[config.mk]
export PLATFORM = sky130hd
export DESIGN_NAME = emb_mbox
export DESIGN_NICKNAME = d
export VERILOG_FILES = /design/src/rtl/emb_mbox_pkg.sv /design/src/rtl/emb_mbox_ctrl.sv /design/src/rtl/emb_mbox_dp.sv /design/src/rtl/emb_mbox.sv
export SDC_FILE = /design/constraint.sdc
export NUM_CORES = 1
export LEC_CHECK = 0
export ABC_CLOCK_PERIOD_IN_PS = 1100
export BUFFER_PORTS_ARGS = -buffer_cell sky130_fd_sc_hd__buf_2
export CAP_MARGIN = 20
export CORE_ASPECT_RATIO = 1.25
export CORE_UTILIZATION = 35
export CTS_BUF_LIST = sky130_fd_sc_hd__clkbuf_16
export DETAILED_ROUTE_END_ITERATION = 10
export PLACE_DENSITY = 0.67
export SETUP_SLACK_MARGIN = 0.5
export SLEW_MARGIN = 20
export SYNTH_ARGS = -nofsm -noshare
export SYNTH_HDL_FRONTEND = slang
export SYNTH_SLANG_ARGS = --single-unit
[constraint.sdc]
create_clock -name clk -period 1.1 [get_ports clk]
set_input_delay 0.11 -clock clk [delete_from_list [all_inputs] [get_ports clk]]
set_output_delay 0.11 -clock clk [all_outputs]
set_load 0.05 [all_outputs]
[src/rtl/emb_mbox_pkg.sv]
package emb_mbox_pkg;
  localparam logic [1:0] H_INBOX  = 2'd0;
  localparam logic [1:0] H_OUTBOX = 2'd1;
  localparam logic [1:0] H_SRC    = 2'd2;
  localparam logic [1:0] H_MASK   = 2'd3;
  localparam logic       C_OUTBOX = 1'b0;
  localparam logic       C_EVTSET = 1'b1;

  typedef struct packed {
    logic hostWrInbox;
    logic hostRdOutbox;
    logic hostWrSrc;
    logic hostWrMask;
    logic ctlWrOutbox;
    logic ctlWrEvt;
  } mboxStb_t;
endpackage

[src/rtl/emb_mbox_ctrl.sv]
module emb_mbox_ctrl
  import emb_mbox_pkg::*;
(
  input  logic       clk,
  input  logic       rstN,
  input  logic       hostWrEn,
  input  logic       hostRdEn,
  input  logic [1:0] hostAddr,
  input  logic       ctlWrEn,
  input  logic       ctlRdEn,
  input  logic       ctlAddr,
  output mboxStb_t   stb,
  output logic       ctlIrq,
  output logic       lowPower
);
  logic anyAccess;

  always_comb begin
    stb.hostWrInbox  = hostWrEn && (hostAddr == H_INBOX);
    stb.hostRdOutbox = hostRdEn && (hostAddr == H_OUTBOX);
    stb.hostWrSrc    = hostWrEn && (hostAddr == H_SRC);
    stb.hostWrMask   = hostWrEn && (hostAddr == H_MASK);
    stb.ctlWrOutbox  = ctlWrEn  && (ctlAddr == C_OUTBOX);
    stb.ctlWrEvt     = ctlWrEn  && (ctlAddr == C_EVTSET);
    anyAccess        = hostWrEn | hostRdEn | ctlWrEn | ctlRdEn;
  end

  always_ff @(posedge clk) begin
    if (!rstN) begin
      ctlIrq   <= 1'b0;
      lowPower <= 1'b1;
    end else begin
      ctlIrq   <= stb.hostWrInbox;
      lowPower <= !anyAccess;
    end
  end
endmodule

[src/rtl/emb_mbox_dp.sv]
module emb_mbox_dp
  import emb_mbox_pkg::*;
#(
  parameter int DATA_W  = 8,
  parameter int NUM_SRC = 4
) (
  input  logic               clk,
  input  logic               rstN,
  input  mboxStb_t           stb,
  input  logic [1:0]         hostAddr,
  input  logic [DATA_W-1:0]  hostWrData,
  output logic [DATA_W-1:0]  hostRdData,
  input  logic               ctlAddr,
  input  logic [DATA_W-1:0]  ctlWrData,
  output logic [DATA_W-1:0]  ctlRdData,
  output logic               hostEvent,
  output logic [NUM_SRC-1:0] srcBits,
  output logic [NUM_SRC-1:0] maskBits
);
  localparam int PAD = DATA_W - NUM_SRC;

  logic [DATA_W-1:0]  inboxQ, outboxQ;
  logic [NUM_SRC-1:0] srcQ, srcNext, maskQ, evtSet;

  // clears first, sets last: a set in the same cycle wins
  always_comb begin
    evtSet  = {ctlWrData[NUM_SRC-1:1], 1'b0};
    srcNext = srcQ;
    if (stb.hostRdOutbox) srcNext[0] = 1'b0;
    if (stb.hostWrSrc)    srcNext    = srcNext & ~hostWrData[NUM_SRC-1:0];
    if (stb.ctlWrOutbox)  srcNext[0] = 1'b1;
    if (stb.ctlWrEvt)     srcNext    = srcNext | evtSet;
  end

  always_ff @(posedge clk) begin
    if (!rstN) begin
      inboxQ    <= '0;
      outboxQ   <= '0;
      srcQ      <= '0;
      maskQ     <= '1;
      hostEvent <= 1'b0;
    end else begin
      if (stb.hostWrInbox) inboxQ <= hostWrData;
      if (stb.ctlWrOutbox)
        outboxQ <= ctlWrData;
      else if (stb.hostWrSrc && hostWrData[0])
        outboxQ <= '0;
      if (stb.hostWrMask) maskQ <= hostWrData[NUM_SRC-1:0];
      srcQ      <= srcNext;
      hostEvent <= |(srcQ & ~maskQ);
    end
  end

  always_comb begin
    case (hostAddr)
      H_INBOX:  hostRdData = inboxQ;
      H_OUTBOX: hostRdData = outboxQ;
      H_SRC:    hostRdData = {{PAD{1'b0}}, srcQ};
      default:  hostRdData = {{PAD{1'b0}}, maskQ};
    endcase
    ctlRdData = (ctlAddr == C_OUTBOX) ? inboxQ : outboxQ;
  end

  assign srcBits  = srcQ;
  assign maskBits = maskQ;
endmodule

[src/rtl/emb_mbox.sv]
module emb_mbox
  import emb_mbox_pkg::*;
#(
  parameter int DATA_W  = 8,
  parameter int NUM_SRC = 4
) (
  input  logic              clk,
  input  logic              rstN,
  input  logic              hostWrEn,
  input  logic              hostRdEn,
  input  logic [1:0]        hostAddr,
  input  logic [DATA_W-1:0] hostWrData,
  output logic [DATA_W-1:0] hostRdData,
  input  logic              ctlWrEn,
  input  logic              ctlRdEn,
  input  logic              ctlAddr,
  input  logic [DATA_W-1:0] ctlWrData,
  output logic [DATA_W-1:0] ctlRdData,
  output logic              ctlIrq,
  output logic              hostEvent,
  output logic              lowPower
);
  mboxStb_t           stb;
  logic [NUM_SRC-1:0] srcBits, maskBits;

  emb_mbox_ctrl ctrl_i (
    .clk(clk), .rstN(rstN),
    .hostWrEn(hostWrEn), .hostRdEn(hostRdEn), .hostAddr(hostAddr),
    .ctlWrEn(ctlWrEn), .ctlRdEn(ctlRdEn), .ctlAddr(ctlAddr),
    .stb(stb), .ctlIrq(ctlIrq), .lowPower(lowPower)
  );

  emb_mbox_dp #(.DATA_W(DATA_W), .NUM_SRC(NUM_SRC)) dp_i (
    .clk(clk), .rstN(rstN), .stb(stb),
    .hostAddr(hostAddr), .hostWrData(hostWrData), .hostRdData(hostRdData),
    .ctlAddr(ctlAddr), .ctlWrData(ctlWrData), .ctlRdData(ctlRdData),
    .hostEvent(hostEvent), .srcBits(srcBits), .maskBits(maskBits)
  );
endmodule

Yosys cells after proc, flatten, opt, wreduce, memory -nomap -nowiden
Index checks and enable logic that the tools add are counted.
W data, S select, Z words.
{"block": "classes", "n_bitwise": 9, "n_reduce_logical": 11, "n_eq_ne": 3, "mux": 8}
{"operator": "$mux W8", "n": 3}
{"operator": "$pmux W8 S3", "n": 1}
{"operator": "$and A4 B4 Y4", "n": 2}
{"operator": "$mux W4", "n": 2}
{"operator": "$not A4 Y4", "n": 2}
{"operator": "$logic_and A1 B1 Y1", "n": 7}
{"operator": "$eq A2 B2 Y1 const B", "n": 2}
{"operator": "$or A4 B4 Y4", "n": 1}
{"operator": "$reduce_or A4 Y1", "n": 1}
{"operator": "$or A1 B1 Y1", "n": 3}
{"operator": "$eq A2 B1 Y1 const B", "n": 1}
{"operator": "$logic_not A2 Y1", "n": 1}
{"operator": "$mux W1", "n": 2}
{"operator": "$reduce_bool A2 Y1", "n": 1}
{"operator": "$logic_not A1 Y1", "n": 1}
{"operator": "$not A1 Y1", "n": 1}
{"block": "word_totals", "reg_bits": 27, "input_bits": 25, "elab_cells": 38}

Depth between registers and ports, before layout
{"block": "logic_depth", "depth_word": 8, "mapped_depth": 5, "depth_no_buf": 3}

Cells and area by module
A second synthesis with hierarchy kept.
{"block": "unflattened", "cells_unflattened": 131, "hier_area_um2": 1302.5}
{"mod": "emb_mbox_dp", "cells_per_inst": 121, "area_each_um2": 1189.9, "instances": 1}
{"mod": "emb_mbox_ctrl", "cells_per_inst": 10, "area_each_um2": 112.6, "instances": 1}

Worst setup path before layout
Ideal clock, no wire load.
{"block": "synth_timing", "path_kind": "register to output", "from": "register dp_i.outboxQ[4]", "to": "output port hostRdData[4]", "path_stages_with_launch": 3, "path_slack_ns": -0.043, "arrival_ns": 1.033, "path_cell_list": "dfxtp_1 -> mux2i_1 -> nor2_1"}
{"block": "synth_via", "elab_chain_len": 1}
{"item": "start, declared", "line": "emb_mbox_dp.sv:22", "source": "logic [DATA_W-1:0] inboxQ, outboxQ;"}
{"item": "start signal, assigned", "line": "emb_mbox_dp.sv:45", "source": "outboxQ <= ctlWrData;"}
{"item": "$pmux W8 S3", "line": "emb_mbox_dp.sv:55", "source": "case (hostAddr)"}
{"item": "end, declared", "line": "emb_mbox.sv:13", "source": "output logic [DATA_W-1:0] hostRdData,"}
Every way passes these cells.

Final worst setup path
{"block": "layout_timing", "from": "register dp_i.maskQ[0], in the netlist dp_i.maskBits[0]", "to": "output port hostRdData[0]"}
{"block": "layout_via", "elab_chain_len": 1}
{"item": "start, declared", "line": "emb_mbox_dp.sv:23", "source": "logic [NUM_SRC-1:0] srcQ, srcNext, maskQ, evtSet;"}
{"item": "start signal, assigned", "line": "emb_mbox_dp.sv:48", "source": "if (stb.hostWrMask) maskQ <= hostWrData[NUM_SRC-1:0];"}
{"item": "$pmux W8 S3", "line": "emb_mbox_dp.sv:55"}
Every way passes these cells.

==> summary.txt <==
Place
  • Gpl congestion: about 0.8
  • DP HPWL: roughly 2700 um
  • Pre-CTS setup slack: -0.1950 ns
  • PortBufs: 43

Synth
  • Average cell area after synthesis: between 10 and 15 sq um
  • Cell Area, Synth: ~0.0013 sq mm
  • Synthesized Nets: around 150
  • Mapped Cells: about 130
  • Sequential share of the synthesized area: 0.4099
  • Main area contributors after synthesis: dfxtp_1 (41%), mux2i_1 (12%), mux2_2 (6.8%)
  • Seq cells post-synth: 27
  • Synth area leader: dfxtp_1
  • Synth cell types: 26
  • YS warnings: 0
  • Area share of the largest cell type after synthesis: 0.4099

Worst setup path
  • Worst stage delay on the critical path: between 0.4 and 0.5 ns
  • Worst endpoint data arrival time: about 1.3 ns
  • Crit start category: register
  • Reg2reg path depth: 6
  • Critical path class: reg -> out
  • Worst-path maximum fanout: 2
  • Worst path required time: approximately 0.99 ns
  • CP Cell Sequence: mux4_2 > buf_8
  • Worst path slowest cell: mux4_2
  • CP Capture Type: output pin

CTS
  • CTS Buffer Depth: 2
  • Clk Latency, worst-skew pair: 0.26 ns
  • CTS Hold Bufs: 0
  • CTS H-Tree Depth: 1
  • # clock sinks: 27
  • CTS tree: done
  • CTS Root Cell: clkbuf_16
  • Clk slew on worst S/H paths: 0.07 ns
  • CTS Buf Count: 3

STA
  • Slew @ Worst Pin: around 0.25 ns
  • Final Hold Vio Count: 0
  • Crit path time final: between 1 and 1.5 ns
  • # setup viols final: 12
  • Fmax: approximately 730 MHz
  • Fin worst setup slack: -0.2613 ns
  • Max Slew Vio Count: 0
  • Skew final: 0.0001800 ns
  • RSZ-0062 raised after global routing: true
  • Slew headroom: 0.8303
  • Final worst-path cycle share: 1.238
  • Setup_tns: -1.675 ns

Drt
  • Iter 0 DRT Violations: 47
  • Detail Route Antenna Nets: 0
  • Vias per inst: 5.250
  • Final WL: approximately 4300 um
  • First-pass DRT Iterations: 7
  • Wirelength per Cell: 17.05 um
  • Residual DRC: 8
  • Via Count: between 1000 and 1500

Power
  • Power, Total: approximately 2.6 mW
  • Logic gate share of total power: 0.279
  • Flop pwr share: 0.401
  • PD cells: 1027 mW/mm^2
  • P_int: around 1.9 mW
  • Clock power share: 0.319
  • Net Sw Power: roughly 0.73 mW
  • Worst IR Drop VDD: 0.7709 mV
  • Switching share of power: 0.2791
  • Static Leak: 1.082 nW

Floorplanning
  • IO Pins: between 40 and 50
  • Site row count: 24
  • Die area: between 0.004 and 0.005 sq mm
  • DIE HEIGHT: 70.63 um
  • Initial cell density of the core: 0.3722
  • Die W: around 57 um
  • Core area: about 0.0035 sq mm

Global route
  • Grt total ovfl: 0
  • GRT Overall Usage: 0.2100
  • First-pass GRT wire length: about 6700 um
  • Vias in the first global route: ~1400
  • Grt met1 use: 0.2423
  • Initial antenna violation count: 0
  • Global-route met3 utilization: 0.03108
  • Grt met2 use: 0.3882
  • Largest net degree at the start of global routing: 20
  • GRT busiest layer: met2

Finish
  • Area Overhead vs Synth: 94.40%
  • Final nets: 239
  • Layout cells sized above 1: 0.7840
  • Antenna Diode Count: 0

Outcome
  • Status: complete, but fails checks
  • Violated checks: design-rule violations, negative setup slack

Worst hold path
  • WHS Path Cells: 2
  • HP Class: in -> reg

Job
  • Total of max-cap violations: 0
-- metrics by stage --
| stage | hold WS, ns | instances | util | instance area [sq um] |
|---|---|---|---|---|
| finish | 0.01502 | 252 | 0.7235 | 2564 |
| global route | 0.03377 | 252 | 0.7235 | 2564 |
| CTS | 0.008910 | 244 | 0.6762 | 2396 |
| detailed placement | 0.2841 | 229 | 0.5339 | 1892 |
| global placement | 0.2770 | 229 | 0.5339 | 1892 |
| floorplan | 0.1919 | 129 | - | 1496 |
-- cell usage after synthesis (all sizes together) --
library cell	count
nand4b	1
o211ai	1
o41ai	1
nor3b	1
o22ai	2
o21a	1
nand2	16
dfxtp	27
mux2	8
nand3	9
nor2b	9
and3	1
nand2b	1
buf	7
mux2i	16
and2	1
a21boi	9
clkbuf	2
a32o	3
mux4	4
inv	4
and3b	1
nor2	4
-- power by group through the flow --
stage                     clock network [mW]  logic (mW)  registers, mW
after floorplan                            0       0.342           1.08
after global placement                     0       0.518           1.06
after detailed placement                   0       0.528           1.07
after CTS                              0.854       0.669           1.06
after global routing                   0.898       0.769           1.06
final                                  0.840       0.736           1.06
-- state kept, by name, summed over array words and instances, names as in the netlist --
register / cells
dp_i.inboxQ: 8
ctrl_i.lowPower: 1
ctrl_i.ctlIrq: 1
dp_i.hostEvent: 1
dp_i.maskBits: 4
dp_i.outboxQ: 8
dp_i.srcBits: 4
-- metal layers --
metal,up-vias,wire length (um),part of all wire
met4,0,69,0.016
met1,653,1689,0.39
met5,-,0,0
li1,625,-,-
met3,8,160,0.037
met2,37,2377,0.55
-- critical path: cells and delay by family (launching register included) --
kind,cells,cell delay [ns]
buffers and inverters,1,0.17
multiplexers,1,0.49
flip-flops,1,0.32
-- final timing paths --
path | from | end | slack, ns
setup / recovery | dp_i.maskBits[0] | hostRdData[0] | -0.26
hold reg to reg | dp_i.inboxQ[4] | dp_i.inboxQ[4] | 0.54
setup reg to reg | dp_i.srcBits[1] | dp_i.hostEvent | 0.08
hold / removal | ctlRdEn | ctrl_i.lowPower | 0.02
-- area by class of cell --
cell class,count,area (sq um)
Clock buffer,3,75.07
Timing Repair Buffer,89,904.6
Clock inverter,1,7.507
Inverter,4,17.52
Tap cell,39,48.80
Sequential cell,27,584.3
Fill cell,247,979.7
Multi-Input combinational cell,89,925.9
-- cell families after synthesis --
logic type / synth area share
AND/OR/NAND/NOR: 0.1755
multiplexers: 0.2581
flip-flops: 0.4099
AO/OA/AOI/OAI: 0.1015
buffers and inverters: 0.05502
-- cell usage in the layout, fill, tap and decap left out, types with 2 or more instances in the layout --
master	instances
o22ai_2	2
mux2i_4	3
nor2b_1	8
buf_4	11
mux2_4	8
nand2_1	15
clkbuf_16	3
a21boi_1	6
mux2i_2	2
a21boi_2	3
buf_6	43
dfxtp_2	23
clkbuf_4	2
inv_2	3
mux2i_1	11
buf_12	3
buf_2	20
dfxtp_4	4
buf_8	9
nor2_4	3
nand3_4	2
nand3_2	7
a32o_1	3
mux4_2	4
-- what timing repair did --
action	4_1_cts	5_1_grt
pin swaps	8	10
gates cloned	1	0
setup endpoints to repair	45	46
setup buffers	10	8
gates resized for setup	110	27
Note: power is estimated with default switching activity, not from simulation.
